[src/rtl/wag_pkg.sv]
package wag_pkg;
  // Number of middle stages in each branch for a given even total stage count.
  function automatic int unsigned wag_mid_stages(input int unsigned stages);
    return stages / 2 - 1;
  endfunction

  // Words the whole buffer can hold: two slots per stage, both branches,
  // plus the two slots each of the splitter and the merge stage.
  function automatic int unsigned wag_capacity(input int unsigned stages);
    return 4 + 4 * wag_mid_stages(stages);
  endfunction
endpackage

[src/rtl/wag_split.sv]
module wag_split #(
  parameter int WIDTH = 8
) (
  input  logic             clk,
  input  logic             rst,
  input  logic             in_valid,
  input  logic [WIDTH-1:0] in_data,
  output logic             in_ready,
  output logic             a_valid,
  output logic [WIDTH-1:0] a_data,
  input  logic             a_ready,
  output logic             b_valid,
  output logic [WIDTH-1:0] b_data,
  input  logic             b_ready,
  output logic             load_x,
  output logic             load_y
);
  logic [WIDTH-1:0] x_q, y_q;
  logic             xv_q, yv_q;
  logic             wsel_q;   // 0: next word goes to slot x (branch 0)
  logic             accept;

  assign in_ready = wsel_q ? !yv_q : !xv_q;
  assign accept   = in_valid && in_ready;
  assign load_x   = accept && !wsel_q;
  assign load_y   = accept && wsel_q;
  assign a_valid  = xv_q;
  assign a_data   = x_q;
  assign b_valid  = yv_q;
  assign b_data   = y_q;

  always_ff @(posedge clk) begin
    if (rst) begin
      xv_q   <= 1'b0;
      yv_q   <= 1'b0;
      wsel_q <= 1'b0;
    end else begin
      if (load_x) begin
        x_q  <= in_data;
        xv_q <= 1'b1;
      end else if (xv_q && a_ready) begin
        xv_q <= 1'b0;
      end
      if (load_y) begin
        y_q  <= in_data;
        yv_q <= 1'b1;
      end else if (yv_q && b_ready) begin
        yv_q <= 1'b0;
      end
      if (accept) wsel_q <= !wsel_q;
    end
  end
endmodule

[src/rtl/wag_stage.sv]
module wag_stage #(
  parameter int WIDTH = 8
) (
  input  logic             clk,
  input  logic             rst,
  input  logic             in_valid,
  input  logic [WIDTH-1:0] in_data,
  output logic             in_ready,
  output logic             out_valid,
  output logic [WIDTH-1:0] out_data,
  input  logic             out_ready
);
  logic [WIDTH-1:0] ir_q, or_q;
  logic             iv_q, ov_q;
  logic             out_free, move;

  // The output slot is free now, or it empties this very cycle.
  assign out_free  = !ov_q || out_ready;
  assign move      = iv_q && out_free;
  assign in_ready  = !iv_q || out_free;
  assign out_valid = ov_q;
  assign out_data  = or_q;

  always_ff @(posedge clk) begin
    if (rst) begin
      iv_q <= 1'b0;
      ov_q <= 1'b0;
    end else begin
      if (move) begin
        or_q <= ir_q;
        ov_q <= 1'b1;
      end else if (ov_q && out_ready) begin
        ov_q <= 1'b0;
      end
      if (in_valid && in_ready) begin
        ir_q <= in_data;
        iv_q <= 1'b1;
      end else if (move) begin
        iv_q <= 1'b0;
      end
    end
  end
endmodule

[src/rtl/wag_merge.sv]
module wag_merge #(
  parameter int WIDTH = 8
) (
  input  logic             clk,
  input  logic             rst,
  input  logic             a_valid,
  input  logic [WIDTH-1:0] a_data,
  output logic             a_ready,
  input  logic             b_valid,
  input  logic [WIDTH-1:0] b_data,
  output logic             b_ready,
  output logic             out_valid,
  output logic [WIDTH-1:0] out_data,
  input  logic             out_ready,
  output logic             emit_x,
  output logic             emit_y
);
  logic [WIDTH-1:0] x_q, y_q;
  logic             xv_q, yv_q;
  logic             rsel_q;   // 0: next word leaves from slot x (branch 0)
  logic             fire;

  assign a_ready   = !xv_q;
  assign b_ready   = !yv_q;
  assign out_valid = rsel_q ? yv_q : xv_q;
  assign out_data  = rsel_q ? y_q : x_q;
  assign fire      = out_valid && out_ready;
  assign emit_x    = fire && !rsel_q;
  assign emit_y    = fire && rsel_q;

  always_ff @(posedge clk) begin
    if (rst) begin
      xv_q   <= 1'b0;
      yv_q   <= 1'b0;
      rsel_q <= 1'b0;
    end else begin
      if (a_valid && a_ready) begin
        x_q  <= a_data;
        xv_q <= 1'b1;
      end else if (emit_x) begin
        xv_q <= 1'b0;
      end
      if (b_valid && b_ready) begin
        y_q  <= b_data;
        yv_q <= 1'b1;
      end else if (emit_y) begin
        yv_q <= 1'b0;
      end
      if (fire) rsel_q <= !rsel_q;
    end
  end
endmodule

[src/rtl/wag_buffer.sv]
module wag_buffer #(
  parameter int WIDTH  = 8,
  parameter int STAGES = 8
) (
  input  logic             clk,
  input  logic             rst,
  input  logic             in_valid,
  input  logic [WIDTH-1:0] in_data,
  output logic             in_ready,
  output logic             out_valid,
  output logic [WIDTH-1:0] out_data,
  input  logic             out_ready
);
  import wag_pkg::*;

  localparam int MID = int'(wag_mid_stages(STAGES));

  // Per-branch channels: index 0 leaves the splitter, index MID enters the merge.
  logic [WIDTH-1:0] ch_data  [2][MID+1];
  logic             ch_valid [2][MID+1];
  logic             ch_ready [2][MID+1];

  // Internal events brought out for the checker.
  logic split_load_x, split_load_y;
  logic merge_emit_x, merge_emit_y;

  wag_split #(.WIDTH(WIDTH)) u_split (
    .clk      (clk),
    .rst      (rst),
    .in_valid (in_valid),
    .in_data  (in_data),
    .in_ready (in_ready),
    .a_valid  (ch_valid[0][0]),
    .a_data   (ch_data[0][0]),
    .a_ready  (ch_ready[0][0]),
    .b_valid  (ch_valid[1][0]),
    .b_data   (ch_data[1][0]),
    .b_ready  (ch_ready[1][0]),
    .load_x   (split_load_x),
    .load_y   (split_load_y)
  );

  for (genvar g = 0; g < 2; g++) begin : g_branch
    for (genvar k = 0; k < MID; k++) begin : g_stage
      wag_stage #(.WIDTH(WIDTH)) u_stage (
        .clk       (clk),
        .rst       (rst),
        .in_valid  (ch_valid[g][k]),
        .in_data   (ch_data[g][k]),
        .in_ready  (ch_ready[g][k]),
        .out_valid (ch_valid[g][k+1]),
        .out_data  (ch_data[g][k+1]),
        .out_ready (ch_ready[g][k+1])
      );
    end
  end

  wag_merge #(.WIDTH(WIDTH)) u_merge (
    .clk       (clk),
    .rst       (rst),
    .a_valid   (ch_valid[0][MID]),
    .a_data    (ch_data[0][MID]),
    .a_ready   (ch_ready[0][MID]),
    .b_valid   (ch_valid[1][MID]),
    .b_data    (ch_data[1][MID]),
    .b_ready   (ch_ready[1][MID]),
    .out_valid (out_valid),
    .out_data  (out_data),
    .out_ready (out_ready),
    .emit_x    (merge_emit_x),
    .emit_y    (merge_emit_y)
  );
endmodule

[config.mk]
export PLATFORM = sky130hd
export DESIGN_NAME = wag_buffer
export DESIGN_NICKNAME = d
export VERILOG_FILES = /design/src/rtl/wag_pkg.sv /design/src/rtl/wag_split.sv /design/src/rtl/wag_stage.sv /design/src/rtl/wag_merge.sv /design/src/rtl/wag_buffer.sv
export SDC_FILE = /design/constraint.sdc
export NUM_CORES = 1
export LEC_CHECK = 0
export ABC_AREA = 1
export BUFFER_PORTS_ARGS = -buffer_cell sky130_fd_sc_hd__buf_2
export CAP_MARGIN = 20
export CORE_MARGIN = 2
export CORE_UTILIZATION = 44
export DETAILED_ROUTE_END_ITERATION = 7
export PLACE_DENSITY = 0.56
export REMOVE_ABC_BUFFERS = 1
export SETUP_SLACK_MARGIN = 0.4
export SYNTH_ARGS = -nofsm -noshare
export SYNTH_HDL_FRONTEND = slang
export SYNTH_SLANG_ARGS = --single-unit
[constraint.sdc]
create_clock -name clk -period 5.1 [get_ports clk]
set_input_delay 1.53 -clock clk [delete_from_list [all_inputs] [get_ports clk]]
set_output_delay 1.53 -clock clk [all_outputs]
set_load 0.01 [all_outputs]
==> flow_summary.json <==
{
  "outcome": "finished clean",
  "worstMarginPinSlew_ns": 0.9539,
  "rsz0062_at_grt": "no",
  "insertedDiodeCount": 0,
  "grt_pass1_wl_um": 9066,
  "clock_latency_ns": 0.50,
  "numCtsBuffers": 17,
  "ys_warn_count": 0,
  "max_freq_mhz": 311.3,
  "crit_path_max_incr_delay_ns": 0.51,
  "ir_drop_mv": 0.2124,
  "hold_path_class": "reg2reg",
  "stdcell_area_mm2": 0.005663,
  "finalNonFillerCells": 458,
  "arrival_ns": 1.68,
  "grt_pass1_vias": 1999,
  "synth_top_area_share_pct": 80.17,
  "clock-sinks": 146,
  "crit_top_cell": "nand2_1",
  "start_util_pct": 44.62,
  "dp_cells": 426,
  "path_clk_slew_ns": 0.06,
  "post-route-drc-count": 0,
  "cts_buffer_depth": 2,
  "wl_met3_um": 237,
  "crit_slowest_cell": "dfxtp_1",
  "finalWorstSetupSlack_ns": 1.888,
  "synth_most_common_cell": "edfxtp_1",
  "worstSetupPathType": "reg2out",
  "die_h_um": 108.4,
  "drive_gt1_share_pct": 18.55,
  "dpl_worst_slack_ns": 1.948,
  "synth.distinct_cells": 22,
  "vias_per_cell": 4.456,
  "core_area_mm2": 0.01075,
  "r2r_setup_slack_ns": 3.48,
  "crit_family": "flip-flops",
  "postRouteAntennaNets": 0,
  "worstPathCellList": "clkinv_1 > nand2_1 > nand2_1 > buf_2",
  "ctsResizeCount": 0,
  "vias": 2041,
  "routedWlPerCell_um": 12.06,
  "synth_area_mm2": 0.004795,
  "track_usage_pct": 10.87,
  "io_pins": 22,
  "port_buffers": 21,
  "postPlaceCellArea_mm2": 0.005054,
  "drt-pass1-iter-count": 4,
  "synth.largest_area_cell": "edfxtp_1",
  "grt_max_degree": 22,
  "synthCells": 269,
  "fin_crit_sh_pct": 62.98,
  "min_to": "g_branch[0].g_stage[2].u_stage.out_data[0]",
  "drt_iter0_drc": 65,
  "worstPathRequired_ns": 3.57,
  "gp_congestion": 0.6900,
  "synth.avg_cell_area_um2": 17.82,
  "hold_path.startpoint": "g_branch[0].g_stage[2].u_stage.ir_q[0]",
  "synthFlopType": "edfxtp_1",
  "rows": 38,
  "dp_hpwl_um": 3664,
  "hold_path_depth": 0,
  "die_w_um": 108.4,
  "setup_violations": 0,
  "critPathCaptureType": "output port",
  "cts_tree": "done",
  "root_buffer": "clkbuf_8",
  "path_buf_inv": 2,
  "timing.rr.end": "g_branch[1].g_stage[2].u_stage.out_data[3]",
  "wirelength_um": 5525,
  "area_growth_pct": 18.11,
  "cellLeakagePower_uw": 0.001988,
  "dr.max_layer_used": "met4",
  "fin_skew_ns": 0.006901,
  "yosysSeqAreaShare_pct": 87.68,
  "finalNetCount": 317,
  "cts_max_level": 4,
  "die_area_mm2": 0.01175,
  "dr_wl_met2_um": 2901,
  "antenna_found_initial": 0,
  "max_cap_viol_count": 0,
  "grt-ovfl-total": 0,
  "final-hold-violation-count": 0,
  "final.min_clock_period_ns": 3.212,
  "slew_violations": 0,
  "ys_ff_latch": 146,
  "worstSetupStartpointType": "flop",
  "fin_setup_tns_ns": 0,
  "hold_buffers": 0,
  "p_per_area_mw_per_mm2": 453.5,
  "fill_cells": 903,
  "met1_length_um": 2277,
  "synth_common_cells": "edfxtp_1, nand2_1, inv_1",
  "synthArstFlopShare_pct": 0,
  "synth_area_leaders": "edfxtp_1, dfxtp_1, nand2_1",
  "r2r-start": "u_merge.yv_q",
  "synth_edf_count": 128,
  "reg2regPathDepth": 3,
  "cp_max_fo": 12,
  "cts_setup_buffers": 0,
  "max_slew_margin_pct": 35.91
}
[registers in the layout, indices dropped and copies added (netlist names)]
| register | cells |
|---|---|
| u_split.a_valid | 1 |
| u_split.wsel_q | 1 |
| g_branch.g_stage.u_stage.out_data | 48 |
| u_merge.yv_q | 1 |
| u_merge.x_q | 8 |
| u_split.b_valid | 1 |
| u_split.a_data | 8 |
| u_split.b_data | 8 |
| u_merge.xv_q | 1 |
| g_branch.g_stage.u_stage.out_valid | 6 |
| u_merge.rsel_q | 1 |
| g_branch.g_stage.u_stage.ir_q | 48 |
| g_branch.g_stage.u_stage.iv_q | 6 |
| u_merge.y_q | 8 |
[cells by family (layout without fill, tap and decap cells)]
kind of cell / count (synthesis) / in the layout / share of synthesized area (%)
compound gates: 19 / 19 / 2.531
buf+inv: 29 / 78 / 2.401
flops: 146 / 146 / 87.68
simple gates: 75 / 75 / 7.385
[per-layer routing]
layer	up-vias	GRT usage, %
met5	-	0
met4	0	5.769
met3	8	4.943
met2	44	18.42
met1	944	11.30
li1	1045	-
[final cells by class]
type / instances / area (um^2) / area share (%)
repair buffers: 21 / 105.1 / 1.856
clock buffers: 20 / 425.4 / 7.512
flip-flops and latches: 146 / 4204 / 74.24
multi-input cells: 94 / 475.5 / 8.396
clock inverters: 12 / 183.9 / 3.248
inverters: 25 / 93.84 / 1.657
well taps: 140 / 175.2 / 3.093
[cells in the final DEF (no fill, tap or decap), drive strengths merged]
cell type	Yosys	layout
a21oi	8	8
a31o	1	1
buf	3	21
bufinv	0	4
clkbuf	1	20
clkinv	1	7
clkinvlp	0	2
dfxtp	18	18
edfxtp	128	128
inv	24	24
nand2	45	45
nand3	7	7
nand4	4	4
nor2	16	16
nor3	3	3
o211ai	1	1
o21ai	4	4
o21bai	3	3
o31ai	2	2
[how the worst max path moves through the flow]
stage	to	cells past startpoint	slack [ns]	startpoint
after CTS	out_data[0]	4	1.85	u_merge.rsel_q
after detailed placement	g_branch[0].g_stage[1].u_stage.ir_q[2]	4	1.95	rst
after global placement	g_branch[0].g_stage[1].u_stage.ir_q[2]	4	2.02	rst
after global routing	out_data[0]	4	1.76	u_merge.rsel_q
final	out_data[0]	4	1.89	u_merge.rsel_q
after floorplan	g_branch[0].g_stage[1].u_stage.ir_q[0]	3	2.53	rst
[report_power, final]
group	internal [uW]	total, uW	leakage [uW]	switching [uW]
logic	7.30	24.6	0.000398	17.2
registers	1300	1300	0.00130	3.94
clock network	796	1240	0.000289	443
total	2100	2570	0.00199	464
[metrics by stage]
| stage | power, uW | utilization, % | hold WS (ns) |
|---|---|---|---|
| after CTS | 2594 | 52.70 | 0.4156 |
| after detailed placement | 1354 | 47.03 | 0.4045 |
| after global routing | 2653 | 52.70 | 0.4195 |
| final | 2568 | 52.70 | 0.4100 |
| after floorplan | 1340 | - | 0.4003 |
| after global placement | 1353 | 47.03 | 0.4041 |
No activity file was read; power rests on OpenSTA's default activity.
